### config.mk
export PLATFORM = sky130hd
export DESIGN_NAME = rstk_top
export DESIGN_NICKNAME = d
export VERILOG_FILES = /design/src/rtl/rstk_pkg.sv /design/src/rtl/rstk_ctrl.sv /design/src/rtl/rstk_datapath.sv /design/src/rtl/rstk_top.sv
export SDC_FILE = /design/constraint.sdc
export NUM_CORES = 1
export LEC_CHECK = 0
export CAP_MARGIN = 20
export CORE_ASPECT_RATIO = 1.4
export CORE_MARGIN = 5
export CORE_UTILIZATION = 47
export CTS_CLUSTER_DIAMETER = 100
export DETAILED_ROUTE_END_ITERATION = 10
export HOLD_SLACK_MARGIN = 0.12
export PLACE_DENSITY_LB_ADDON = 0.05
export SLEW_MARGIN = 20
export SYNTH_ARGS = -nofsm -noshare
export SYNTH_HDL_FRONTEND = slang
export SYNTH_SLANG_ARGS = --single-unit
export TNS_END_PERCENT = 1
### constraint.sdc
create_clock -name clk -period 2.7 [get_ports clk]
set_input_delay 0.27 -clock clk [delete_from_list [all_inputs] [get_ports clk]]
set_output_delay 0.27 -clock clk [all_outputs]
set_load 0.1 [all_outputs]
### src/rtl/rstk_pkg.sv
package rstk_pkg;
  typedef struct packed {
    logic ptrReload;
    logic push;
    logic pop;
    logic ctxSave;
    logic ctxRestore;
  } rstkStrobes_t;
endpackage

### src/rtl/rstk_ctrl.sv
module rstk_ctrl
  import rstk_pkg::*;
#(
  parameter int DEPTH = 8,
  localparam int PTR_W = $clog2(DEPTH)
) (
  input  logic             clk,
  input  logic             rstN,
  input  logic             wakeReq,
  input  logic             callReq,
  input  logic             intReq,
  input  logic             tblReq,
  input  logic             retReq,
  input  logic             retIntReq,
  output rstkStrobes_t     strb,
  output logic [PTR_W-1:0] ptr,
  output logic [PTR_W-1:0] wrIdx
);
  localparam logic [PTR_W-1:0] TOP_IDX = PTR_W'(DEPTH - 1);

  logic anyPush;
  logic anyPop;
  logic [PTR_W-1:0] ptrDec;

  assign anyPush = callReq | intReq | tblReq;
  assign anyPop  = retReq | retIntReq;

  always_comb begin
    strb.ptrReload  = wakeReq;
    strb.push       = anyPush & ~wakeReq;
    strb.pop        = anyPop & ~anyPush & ~wakeReq;
    strb.ctxSave    = intReq & ~wakeReq;
    strb.ctxRestore = retIntReq & ~anyPush & ~wakeReq;
  end

  assign wrIdx  = (ptr == TOP_IDX) ? '0 : ptr + 1'b1;
  assign ptrDec = (ptr == '0) ? TOP_IDX : ptr - 1'b1;

  always_ff @(posedge clk or negedge rstN) begin
    if (!rstN)               ptr <= TOP_IDX;
    else if (strb.ptrReload) ptr <= TOP_IDX;
    else if (strb.push)      ptr <= wrIdx;
    else if (strb.pop)       ptr <= ptrDec;
  end
endmodule

### src/rtl/rstk_datapath.sv
module rstk_datapath
  import rstk_pkg::*;
#(
  parameter int DEPTH = 8,
  parameter int PC_W  = 14,
  parameter int DP_W  = 6,
  parameter int REG_W = 4,
  localparam int PTR_W = $clog2(DEPTH)
) (
  input  logic             clk,
  input  logic             rstN,
  input  rstkStrobes_t     strb,
  input  logic [PTR_W-1:0] ptr,
  input  logic [PTR_W-1:0] wrIdx,
  input  logic [PC_W-1:0]  pcIn,
  input  logic [DP_W-1:0]  dpIn,
  input  logic             carryIn,
  input  logic             skipIn,
  input  logic [REG_W-1:0] aIn,
  input  logic [REG_W-1:0] bIn,
  output logic [PC_W-1:0]  retAddr,
  output logic [DP_W-1:0]  dpOut,
  output logic             carryOut,
  output logic             skipOut,
  output logic [REG_W-1:0] aOut,
  output logic [REG_W-1:0] bOut
);
  logic [PC_W-1:0] entryQ [DEPTH];

  for (genvar g = 0; g < DEPTH; g++) begin : gEntry
    always_ff @(posedge clk or negedge rstN) begin
      if (!rstN)
        entryQ[g] <= '0;
      else if (strb.push && (wrIdx == PTR_W'(g)))
        entryQ[g] <= pcIn;
    end
  end

  assign retAddr = entryQ[ptr];

  always_ff @(posedge clk or negedge rstN) begin
    if (!rstN) begin
      dpOut    <= '0;
      carryOut <= 1'b0;
      skipOut  <= 1'b0;
      aOut     <= '0;
      bOut     <= '0;
    end else if (strb.ctxSave) begin
      dpOut    <= dpIn;
      carryOut <= carryIn;
      skipOut  <= skipIn;
      aOut     <= aIn;
      bOut     <= bIn;
    end
  end
endmodule

### src/rtl/rstk_top.sv
module rstk_top
  import rstk_pkg::*;
#(
  parameter int DEPTH = 8,
  parameter int PC_W  = 14,
  parameter int DP_W  = 6,
  parameter int REG_W = 4,
  localparam int PTR_W = $clog2(DEPTH)
) (
  input  logic             clk,
  input  logic             rstN,
  input  logic             wakeReq,
  input  logic             callReq,
  input  logic             intReq,
  input  logic             tblReq,
  input  logic             retReq,
  input  logic             retIntReq,
  input  logic [PC_W-1:0]  pcIn,
  input  logic [DP_W-1:0]  dpIn,
  input  logic             carryIn,
  input  logic             skipIn,
  input  logic [REG_W-1:0] aIn,
  input  logic [REG_W-1:0] bIn,
  output logic [PC_W-1:0]  retAddr,
  output logic             popValid,
  output logic [REG_W-1:0] accPtr,
  output logic             ctxRestore,
  output logic [DP_W-1:0]  dpOut,
  output logic             carryOut,
  output logic             skipOut,
  output logic [REG_W-1:0] aOut,
  output logic [REG_W-1:0] bOut
);
  rstkStrobes_t     strb;
  logic [PTR_W-1:0] ptr;
  logic [PTR_W-1:0] wrIdx;

  rstk_ctrl #(.DEPTH(DEPTH)) ctrl_i (
    .clk(clk), .rstN(rstN), .wakeReq(wakeReq), .callReq(callReq),
    .intReq(intReq), .tblReq(tblReq), .retReq(retReq), .retIntReq(retIntReq),
    .strb(strb), .ptr(ptr), .wrIdx(wrIdx)
  );

  rstk_datapath #(.DEPTH(DEPTH), .PC_W(PC_W), .DP_W(DP_W), .REG_W(REG_W)) dp_i (
    .clk(clk), .rstN(rstN), .strb(strb), .ptr(ptr), .wrIdx(wrIdx),
    .pcIn(pcIn), .dpIn(dpIn), .carryIn(carryIn), .skipIn(skipIn),
    .aIn(aIn), .bIn(bIn), .retAddr(retAddr), .dpOut(dpOut),
    .carryOut(carryOut), .skipOut(skipOut), .aOut(aOut), .bOut(bOut)
  );

  assign popValid   = strb.pop;
  assign ctxRestore = strb.ctxRestore;
  assign accPtr     = {{(REG_W - PTR_W){1'b0}}, ptr};
endmodule

# After elaboration in Yosys (flattened, before gate mapping)
# Index checks and enable logic that the tools add are counted.
totals:
  reg_bits: 131
  latchBits: 0
  mem_bits_rw: 0
  romBits: 0
  input_bits: 38
  out_inout_bits: 36
  word_cells: 56
  n_memories: 0
classes:
  n_addsub: 2
  multipliers: 0
  div_mod_pow: 0
  order_cmp: 1
  eq_ne: 8
  shift: 0
  mux: 8
  n_bitwise: 12
  n_reduce_logical: 11
ops:
  columns: ["operator", "n"]
  rows:
  - ["$bmux 14 s3", 1]
  - ["$mux 14", 2]
  - ["$eq 3x3->1 const B", 5]
  - ["$mux 3", 5]
  - ["$logic_and 1x1->1", 8]
  - ["$and 1x1->1", 6]
  - ["$eq 3x2->1 const B", 2]
  - ["$logic_not 3->1", 2]
  - ["$ge 4x4->1 const B", 1]
  - ["$not 3->4", 1]
  - ["$add 3x1->3 const B", 1]
  - ["$eq 3x1->1 const B", 1]
  - ["$or 1x1->1", 3]
  - ["$reduce_bool 3->1", 1]
  - ["$sub 3x1->3 const B", 1]
  - ["$not 1->1", 2]

# Longest topological paths before layout
# Gate-level depths: netlist of run 1.
depth:
  depth_word: 8
  mapped_depth: 10
  ltp_nobuf: 6

# Hierarchy
# A second synthesis of run 1 with hierarchy kept.
unflattened:
  cells_unflattened: 362
  hier_area_um2: 6065.8
by_module_without_submodules:
  columns: ["mod", "instances", "cells_per_inst", "area_each_um2", "seq_area_each_um2"]
  rows:
  - ["rstk_datapath", 1, 326, 5751.8, 3203.1]
  - ["rstk_ctrl", 1, 34, 302.8, 78.8]
  - ["rstk_top", 1, 2, 11.3, 0.0]

# Worst setup path before layout of run 1
# Ideal clock, no wire load.
synth_path:
  kind: "input to output"
  from: "in intReq"
  to: "out ctxRestore"
  arrival_ns: 3.029
  t_required_ns: 2.430
  setup_slack_ns: -0.599
  stages: 3
  path_buffers: 1
  cell_sequence: "or3_1 clkbuf_1 nor3b_1"
synth_between:
  elab_chain_len: 5
synth_rtl:
  columns: ["element", "line_no", "rtl"]
  rows:
  - ["start: declaration", "rstk_top.sv:14", "input logic intReq,"]
  - ["$or 1x1->1 (2 in series)", "rstk_ctrl.sv:25", "assign anyPush = callReq | intReq | tblReq;"]
  - ["$not 1->1", "rstk_ctrl.sv:33", "strb.ctxRestore = retIntReq & ~anyPush & ~wakeReq;"]
  - ["$and 1x1->1 (2 in series)", "rstk_ctrl.sv:33", null]
  - ["end: declaration", "rstk_top.sv:27", "output logic ctxRestore,"]
# No other way between the ends.

# Worst setup path after layout of run 1
layout_path:
  from: "reg ctrl_i.ptr[0]"
  to: "out retAddr[13]"
layout_between:
  elab_chain_len: 4
layout_rtl:
  columns: ["element", "line_no", "rtl"]
  rows:
  - ["start: declaration", "rstk_ctrl.sv:16", "output logic [PTR_W-1:0] ptr,"]
  - ["start signal: assignment", "rstk_ctrl.sv:42", "else if (strb.push) ptr <= wrIdx;"]
  - ["start signal: assignment", "rstk_ctrl.sv:43", "else if (strb.pop) ptr <= ptrDec;"]
  - ["$not 3->4 (not written as such)", "rstk_datapath.sv:39", "assign retAddr = entryQ[ptr];"]
  - ["$bmux 14 s3", "rstk_datapath.sv:39", null]
  - ["$mux 14 (not written as such) (2 in series)", "rstk_datapath.sv:39", null]
  - ["end: declaration", "rstk_top.sv:24", "output logic [PC_W-1:0] retAddr,"]
# No other way between the ends. The select of a mux whose other input is x is not followed.

==> impl_metrics.toml, run 1 <==
[critical_path]
critical-path-max-stage-delay_ns = 0.58
cp-endpoint = "retAddr[13]"
rr_startpoint = "ctrl_i.ptr[0]$_DFFE_PN1P_"
cp.required_ns = 2.43
path_max_fanout = 30
cp_data_arrival_time_ns = 2.21
reg2reg_to = "dp_i.entryQ[81]$_DFFE_PN0P_"
r2r_slack_ns = 0.40
path_class = "flip-flop to primary output"
end_kind = "primary output"
worst_setup_path_start_kind = "flip-flop"
critical_path.startpoint = "ctrl_i.ptr[0]$_DFFE_PN1P_"
path_cells = "buf_12, mux4_2, nand2_1, nand2_1, buf_12"
critical_path.slowest_cell = "dfstp_2"
reg2reg_depth = 6

[synthesis]
seq_area_frac_synth = 0.552
synth-simple-area-share = 0.0501
synthAdderAreaFrac = 0.00841
syn-cell-area_um2 = 5950
synthMuxAreaShare = 0.355
yosys_warnings = 0
avgSynthCellArea_um2 = 15.0
synth_seq_cells = 131
synth_top_family_by_area = "multiplexers"
synth_xor_area_frac = 0
netlist_instances = 396
syn_nets = 438
synth.distinct_cells = 29
synth-compound-area-share = 0.0116

[power_and_ir_drop]
power.internal_w = 0.00616
combPwrFrac = 0.439
ir_drop_v = 0.000733
power_density_nw_per_um2 = 1290
p_leak_nw = 3.39
seq_power_share = 0.332
p_sw_w = 0.00367
p_sw_frac = 0.373
power_w = 0.00983
pwr-share-clk = 0.229

[floorplan]
chipWidth_um = 105
dieHeight_um = 143
ios = 74
initial_utilization = 0.481
rows = 48
die_area_um2 = 15000
coreArea_um2 = 12400

[finish]
mostFrequentLayoutCell = "dfrtp_1"
areaGrowthSynthToFinish_pct = 28.3
multi_input_comb_area_um2 = 2530
num_antenna_cells = 0
final_area_um2 = 7630
regArea_um2 = 3280
layout_common_cells = "dfrtp_1 (128), mux2_2 (107), nand2_1 (49)"
drive_above_1_share = 0.485
nNetsFinal = 526
fin_util = 0.617
fillers = 971

[timing]
rsz0062_at_grt = "no"
slew_headroom = 0.488
setup_violations = 0
worst_slew_pin_slew_ns = 0.767
holdWs_ns = 0.442
hold_viol = 0
fin_crit_sh = 0.919
fmax_mhz = 403
fin_crit_ns = 2.48
tns_ns = 0
finalMaxSlewViolations = 0
clock_skew_ns = 0.00660

[global_route]
grt_overflow = 0
grt_pass1_vias = 4112
grt_pass1_wl_um = 21900
grt_max_degree = 52
track_usage = 0.187
antenna_found_initial = 0

[cts]
clockBufferDepth = 2
cts_tree = "yes"
cts_resized = 0
clk_pin_slew_ns = 0.06
cts_inserted_buffers = 17
post_cts_buffers = 0
cts.sinks = 131
clk_latency_ns = 0.41
htree_levels = 4
cts_root_buffer = "clkbuf_16"

[place]
place_hpwl_um = 8440
placed_area_um2 = 7040
gp_congestion = 0.742
io_buffers = 72

[hold_path]
hp-class = "input port to async pin"

[routing]
firstDrtPassIters = 4
drcViolationCount = 0
wirelength_um = 12800
via_per_inst = 5.49
wl_per_cell_um = 19.8
drt_iter0_markers = 99
postRouteAntennaNets = 0
vias = 3553

[flow_run]
drv_cap = 0

[status]
status = "finished clean"
==> registers in the layout, indices dropped and copies added, names as in the netlist <==
name / count
ctrl_i.ptr: 3
dp_i.entryQ: 112
dp_i.skipOut: 1
dp_i.carryOut: 1
dp_i.dpOut: 6
dp_i.bOut: 4
dp_i.aOut: 4
==> final cells by class <==
cell class,count,area share
clock inverter,15,0.0210
timing repair buffer,93,0.135
clock buffer,17,0.0557
multi-input combinational,237,0.332
sequential,131,0.430
inverter,4,0.00197
tap,150,0.0246
==> logic make-up (layout without fill, tap and decap cells) <==
family | after synthesis | in the layout
adder cells (fa/ha/maj) | 4 | 4
other | 1 | 1
buffers and inverters | 28 | 129
flip-flops | 131 | 131
AO/OA/AOI/OAI | 12 | 12
multiplexers | 156 | 156
AND/OR/NAND/NOR | 64 | 64
==> metal layers <==
| layer | global-route usage | wire, um |
|---|---|---|
| met5 | 0 | 0 |
| met4 | 0.0485 | 144 |
| met3 | 0.0561 | 511 |
| met2 | 0.320 | 6780 |
| met1 | 0.232 | 5370 |
==> per-stage QoR <==
step	std cells	worst slack [ns]
2_1_floorplan	396	-0.412
3_3_place_gp	614	0.469
3_5_place_dp	614	0.397
4_1_cts	647	0.162
5_1_grt	647	0.101
6_report	647	0.218
==> worst min-delay path by stage <==
| stage | from | endpoint | slack [ns] | cells past startpoint |
|---|---|---|---|---|
| 2_1_floorplan | rstN | dp_i.aOut[0]$_DFFE_PN0P_ | -0.03 | 0 |
| 3_3_place_gp | rstN | dp_i.entryQ[49]$_DFFE_PN0P_ | 0.36 | 1 |
| 3_5_place_dp | rstN | dp_i.entryQ[7]$_DFFE_PN0P_ | 0.36 | 1 |
| 4_1_cts | dpIn[1] | dp_i.dpOut[1]$_DFFE_PN0P_ | 0.45 | 2 |
| 5_1_grt | carryIn | dp_i.carryOut$_DFFE_PN0P_ | 0.45 | 2 |
| 6_report | rstN | dp_i.entryQ[7]$_DFFE_PN0P_ | 0.44 | 2 |
==> Yosys cell counts <==
| master | n | area (um2) |
|---|---|---|
| inv_1 | 4 | 15.0 |
| a21o_1 | 2 | 15.0 |
| nor3_4 | 2 | 32.5 |
| nor2b_1 | 1 | 6.26 |
| dfstp_2 | 3 | 78.8 |
| nor2_1 | 3 | 11.3 |
| a21oi_1 | 4 | 20.0 |
| nor3b_2 | 1 | 12.5 |
| o21ai_0 | 4 | 20.0 |
| mux4_2 | 28 | 631 |
| o21ai_1 | 1 | 5.00 |
| conb_1 | 1 | 3.75 |
| nor3_1 | 3 | 15.0 |
| and3_1 | 2 | 12.5 |
| dfrtp_1 | 128 | 3200 |
| buf_1 | 1 | 3.75 |
| mux2_4 | 10 | 150 |
| nand3_2 | 1 | 10.0 |
| a22o_1 | 1 | 8.76 |
| nor3b_1 | 1 | 7.51 |
| buf_6 | 1 | 11.3 |
| ha_1 | 4 | 50.1 |
| buf_2 | 16 | 80.1 |
| clkbuf_1 | 5 | 18.8 |
| or3_1 | 1 | 6.26 |
| buf_4 | 1 | 7.51 |
| mux2_2 | 107 | 1200 |
| mux2_1 | 11 | 124 |
| nand2_1 | 49 | 184 |
==> power groups by stage <==
stage / clock, W / combinational, W / sequential (W)
after floorplan: 0 / 0.00280 / 0.00347
after global placement: 0 / 0.00428 / 0.00325
after detailed placement: 0 / 0.00435 / 0.00330
after CTS: 0.00231 / 0.00437 / 0.00327
after global routing: 0.00240 / 0.00456 / 0.00338
final: 0.00225 / 0.00431 / 0.00326
==> worst max-delay path, delay by kind of cell (launching register included) <==
family | cells | cell delay [ns]
buffers and inverters | 2 | 0.46
flip-flops | 1 | 0.58
multiplexers | 1 | 0.54
AND/OR/NAND/NOR | 2 | 0.20
==> repair_timing <==
item,in CTS,in global routing
endpoints found under the hold margin,45,0
setup endpoints to repair,0,0
hold buffers,1,0
Note: power is estimated with default switching activity, not from simulation.
==> run 2: changes to the inputs <==
--- a/config.mk
+++ b/config.mk
@@ -6,7 +6,7 @@
 export NUM_CORES = 1
 export LEC_CHECK = 0
 export CAP_MARGIN = 20
-export CORE_ASPECT_RATIO = 1.4
+export CORE_ASPECT_RATIO = 0.9
 export CORE_MARGIN = 5
 export CORE_UTILIZATION = 47
 export CTS_CLUSTER_DIAMETER = 100
==> constraint.sdc (replaced) <==
create_clock -name clk -period 2.3 [get_ports clk]
set_input_delay 0.23 -clock clk [delete_from_list [all_inputs] [get_ports clk]]
set_output_delay 0.23 -clock clk [all_outputs]
set_load 0.1 [all_outputs]
==> run 2 against run 1 <==
Against the previous run:
- the run now ends with setup timing left
- final area is 4.6% higher
- utilization is 2.0 points higher
- sequential power is 17% higher
- register-to-register slack worse by 0.29 ns
- clock skew is 0.0042 ns higher
- via count is 0.90% higher
- combinational power is 23% higher
- worst setup slack worse by 0.28 ns
- power is 22% higher
==> impl_metrics.toml, run 2 (synthesized netlist as in run 1, its figures left out) <==
[status]
status = "complete, but fails checks"
violations = "setup timing"

[floorplan]
initial_utilization = 0.474
coreArea_um2 = 12500
die_area_um2 = 15000
dieHeight_um = 117
rows = 39
ios = 74
chipWidth_um = 129

[power_and_ir_drop]
p_leak_nw = 3.54
pwr-share-clk = 0.239
p_sw_frac = 0.361
power.internal_w = 0.00765
power_density_nw_per_um2 = 1500
ir_drop_v = 0.00106
p_sw_w = 0.00433
seq_power_share = 0.320
combPwrFrac = 0.441

[finish]
nNetsFinal = 541
reg.largest.list = "dp_i.entryQ: 112 flops, dp_i.dpOut: 6 flops"
num_antenna_cells = 0
largest_reg_flops = 112
mostFrequentLayoutCell = "dfrtp_1"
areaGrowthSynthToFinish_pct = 34.2
drive_above_1_share = 0.541
fillers = 947
top_register = "dp_i.entryQ"
final_area_um2 = 7980
layout_common_cells = "dfrtp_1 (128), mux2_2 (107), buf_4 (43)"

[place]
io_buffers = 72
place_hpwl_um = 8370
placed_area_um2 = 7180
gp_congestion = 0.778

[global_route]
track_usage = 0.188
grt_max_degree = 65
grt_pass1_vias = 3895
grt_pass1_wl_um = 21200
antenna_found_initial = 0
grt_overflow = 0

[critical_path]
reg2reg_depth = 7
path_cells = "buf_6, buf_12, mux4_2, nand2_2, nand2_2, buf_12"
cp_data_arrival_time_ns = 2.13
r2r_slack_ns = 0.11
end_kind = "primary output"
path_class = "flip-flop to primary output"
reg2reg_to = "dp_i.entryQ[23]$_DFFE_PN0P_"
worst_setup_path_start_kind = "flip-flop"
critical-path-max-stage-delay_ns = 0.57
critPathBufInv = 3
critical_path.slowest_cell = "dfstp_2"
rr_startpoint = "ctrl_i.ptr[0]$_DFFE_PN1P_"
cp_top_family = "flip-flops"
path_max_fanout = 8
cp.required_ns = 2.07

[timing]
finalMaxSlewViolations = 0
fin_crit_ns = 2.36
tns_ns = -0.363
setup_violations = 12
clock_skew_ns = 0.0108
fin_crit_sh = 1.03
rsz0062_at_grt = "yes"
hold_viol = 0
fmax_mhz = 424
worst_slack_ns = -0.0605

[routing]
drcViolationCount = 0
wl_per_cell_um = 18.9
vias = 3585
postRouteAntennaNets = 0
drt_iter0_markers = 192
firstDrtPassIters = 4
via_per_inst = 5.30
wirelength_um = 12800

[cts]
clk_pin_slew_ns = 0.06
cts_inserted_buffers = 17
cts_tree = "yes"
htree_levels = 4
clk_latency_ns = 0.42
cts.sinks = 131
clockBufferDepth = 2
cts_root_buffer = "clkbuf_16"

[hold_path]
hp-class = "input port to async pin"

[flow_run]
drv_cap = 0
==> run 2: worst max path at each step <==
| stage | endpoint | start | slack (ns) | cells past startpoint |
|---|---|---|---|---|
| after floorplan | popValid | intReq | -0.73 | 3 |
| after global routing | retAddr[13] | ctrl_i.ptr[0]$_DFFE_PN1P_ | -0.14 | 6 |
| after global placement | dp_i.entryQ[23]$_DFFE_PN0P_ | ctrl_i.ptr[0]$_DFFE_PN1P_ | 0.21 | 6 |
| final | retAddr[13] | ctrl_i.ptr[0]$_DFFE_PN1P_ | -0.06 | 6 |
| after CTS | retAddr[13] | ctrl_i.ptr[0]$_DFFE_PN1P_ | -0.09 | 6 |
| after detailed placement | dp_i.entryQ[23]$_DFFE_PN0P_ | ctrl_i.ptr[0]$_DFFE_PN1P_ | 0.20 | 6 |
==> run 2: per-layer routing <==
layer | up-vias | routed length (um) | track usage
li1 | 1643 | - | -
met2 | 62 | 6210 | 0.292
met5 | - | 0 | 0
met1 | 1870 | 5990 | 0.262
met4 | 0 | 85 | 0.0567
met3 | 10 | 498 | 0.0521
==> run 2: through the flow <==
stage	cells	total power, W	hold slack (ns)	utilization	worst slack [ns]
4_1_cts	676	0.0121	0.335	0.635	-0.0903
6_report	676	0.0120	0.321	0.637	-0.0605
3_5_place_dp	636	0.00901	0.220	0.572	0.196
3_3_place_gp	636	0.00891	0.211	0.572	0.213
5_1_grt	676	0.0125	0.359	0.637	-0.145
2_1_floorplan	396	0.00736	-0.0656	-	-0.732
==> run 2: worst reg2reg max path, delay by kind of cell (launching register included) <==
| family | cells | cell delay (ns) |
|---|---|---|
| AND/OR/NAND/NOR | 2 | 0.53 |
| buffers and inverters | 2 | 0.31 |
| multiplexers | 1 | 0.30 |
| flip-flops | 1 | 0.39 |
| adder cells (fa/ha/maj) | 2 | 0.54 |
==> run 2: layout make-up <==
| class | instances | area (um2) | area share |
|---|---|---|---|
| Clock buffer | 20 | 457 | 0.0572 |
| Clock inverter | 12 | 176 | 0.0221 |
| Inverter | 4 | 15.0 | 0.00188 |
| Multi-Input combinational cell | 237 | 2590 | 0.325 |
| Sequential cell | 131 | 3280 | 0.411 |
| Tap cell | 164 | 205 | 0.0257 |
| Timing Repair Buffer | 108 | 1250 | 0.157 |
==> run 2: what timing repair did <==
| item | in CTS | in global routing |
|---|---|---|
| gates resized for setup | 23 | 8 |
| gates cloned | 1 | 0 |
| endpoints found under the setup margin | 14 | 23 |
| hold endpoints to repair | 32 | 0 |
| buffers inserted | 6 | 0 |
| hold buffers | 1 | 0 |
| pin swaps | 12 | 0 |
==> run 2: power by group through the flow <==
stage	logic, W	clock network (W)	registers, W
finish	0.00529	0.00286	0.00383
detailed placement	0.00514	0	0.00387
global route	0.00557	0.00302	0.00396
global placement	0.00509	0	0.00382
CTS	0.00531	0.00292	0.00383
floorplan	0.00329	0	0.00407
==> run 3: changes to the inputs <==
==> constraint.sdc (replaced) <==
create_clock -name clk -period 2.3 [get_ports clk]
set_input_delay 0.23 -clock clk [delete_from_list [all_inputs] [get_ports clk]]
set_output_delay 0.23 -clock clk [all_outputs]
set_load 0.01 [all_outputs]
==> run 3 against run 2 <==
Against the previous run:
- the flow still finishes with violations (setup timing)
- critical path depth up 2
- clock skew is 0.0040 ns lower
- register-to-register slack worse by 0.05 ns
- routed wire length up 4.7%
- global-route usage grew 0.47 points
- largest cell class unchanged
- utilization down 0.63 points
- hold slack lost 0.10 ns
- non-clock buffer count rose by 9
==> impl_metrics.toml, run 3 (synthesized netlist as in run 1, its figures left out) <==
[floorplan]
die_area_um2 = 15000
ios = 74
rows = 39
coreArea_um2 = 12500
dieHeight_um = 117
chipWidth_um = 129
initial_utilization = 0.474

[timing]
fmax_mhz = 416
worst_slack_ns = -0.101
rsz0062_at_grt = "yes"
tns_ns = -0.561
fin_crit_ns = 2.40
slew_headroom = 0.504
setup_violations = 13
fin_crit_sh = 1.04
clock_skew_ns = 0.00681
finalMaxSlewViolations = 0
hold_viol = 0
worst_slew_pin_slew_ns = 0.744
holdWs_ns = 0.218

[place]
gp_congestion = 0.718
place_hpwl_um = 8550
io_buffers = 72

[global_route]
antenna_found_initial = 0
grt_max_degree = 86
grt_pass1_vias = 3968
grt_overflow = 0
track_usage = 0.193
grt_pass1_wl_um = 21600

[routing]
wirelength_um = 13400
drt_iter0_markers = 181
wl_per_cell_um = 19.5
vias = 3642
via_per_inst = 5.32
drcViolationCount = 0
postRouteAntennaNets = 0
firstDrtPassIters = 4

[critical_path]
rr_startpoint = "ctrl_i.ptr[0]$_DFFE_PN1P_"
worst_setup_path_start_kind = "flip-flop"
cp_data_arrival_time_ns = 2.17
end_kind = "primary output"
cp.required_ns = 2.07
critical_path.startpoint = "ctrl_i.ptr[0]$_DFFE_PN1P_"
path_max_fanout = 5
path_class = "flip-flop to primary output"

[power_and_ir_drop]
ir_drop_v = 0.000618
power_density_nw_per_um2 = 1260
p_leak_nw = 3.50

[finish]
mostFrequentLayoutCell = "dfrtp_1"
reg.largest.list = "dp_i.entryQ: 112 flops, dp_i.dpOut: 6 flops"
areaGrowthSynthToFinish_pct = 32.9
top_register = "dp_i.entryQ"
largest_reg_flops = 112
layout_common_cells = "dfrtp_1 (128), mux2_2 (107), clkdlybuf4s50_1 (57)"
nNetsFinal = 550
num_antenna_cells = 0
drive_above_1_share = 0.478

[cts]
cts_tree = "yes"
cts_root_buffer = "clkbuf_16"
cts_inserted_buffers = 17
cts.sinks = 131
htree_levels = 4
clk_latency_ns = 0.41
clockBufferDepth = 2
clk_pin_slew_ns = 0.06

[flow_run]
drv_cap = 0

[status]
violations = "setup timing"
status = "complete, but fails checks"

[hold_path]
hp-class = "input port to async pin"
## run 3: cell types whose count changed in the layout (fill, tap and decap cells not counted), moves of 4 or more
| cell | previous run | this run |
|---|---|---|
| nand2_1 | 28 | 46 |
| buf_6 | 1 | 5 |
| buf_2 | 0 | 10 |
| clkbuf_8 | 2 | 7 |
| buf_4 | 43 | 34 |
| clkdlybuf4s50_1 | 36 | 57 |
| buf_12 | 26 | 7 |
| nand2_2 | 21 | 3 |
## run 3: layer usage
layer,part of all wire,GRT usage
met5,0,0
met4,0.0085,0.0546
met3,0.040,0.0544
met2,0.48,0.305
met1,0.47,0.265
## run 3: through the flow
stage / area [um2] / worst slack, ns / power (W) / instances / utilization
5_1_grt: 7900 / -0.188 / 0.0105 / 685 / 0.630
3_3_place_gp: 7030 / 0.0830 / 0.00683 / 638 / 0.560
3_5_place_dp: 7030 / 0.0683 / 0.00694 / 638 / 0.560
2_1_floorplan: 5970 / 0.00458 / 0.00580 / 396 / -
4_1_cts: 7840 / -0.127 / 0.00993 / 683 / 0.625
6_report: 7900 / -0.101 / 0.00992 / 685 / 0.630
## run 3: cell type report
cell class / count / area [um2]
clock buffer: 26 / 529
clock inverter: 6 / 138
fill: 950 / 4640
inverter: 4 / 15.0
multi-input combinational: 237 / 2590
sequential: 131 / 3280
tap: 164 / 205
timing repair buffer: 117 / 1150
## run 3: path summary, 6_finish.rpt
kind | end | slack [ns] | depth (start not counted)
setup / recovery | retAddr[6] | -0.10 | 8
hold / removal | dp_i.entryQ[101]$_DFFE_PN0P_ | 0.22 | 2
setup reg to reg | dp_i.entryQ[14]$_DFFE_PN0P_ | 0.06 | 9
hold reg to reg | dp_i.entryQ[76]$_DFFE_PN0P_ | 0.49 | 1
max in group asynchronous | ctrl_i.ptr[1]$_DFFE_PN1P_ | 1.35 | 3
min in group clk | dp_i.bOut[2]$_DFFE_PN0P_ | 0.43 | 2
## run 3: report_power, final
part / internal (W) / switching (W) / leakage, nW / total, W
sequential: 0.00334 / 0.000494 / 1.58 / 0.00384
clock: 0.00202 / 0.000964 / 0.327 / 0.00299
combinational: 0.00195 / 0.00114 / 1.60 / 0.00310
## run 3: critical path, stage by stage (launching register included)
cell	delay, ns
dfstp_2	0.55
buf_6	0.11
buf_12	0.11
buf_12	0.12
buf_6	0.09
mux4_2	0.49
nand2_2	0.08
nand2_2	0.08
buf_6	0.12
## run 3: timing repair
item                       CTS  global route
pin swaps                    4             5
hold buffers                 1             0
setup endpoints to repair   14            34
setup buffers               10             2
resized for setup           68             6
hold endpoints to repair   128             0
gates cloned                 2             0
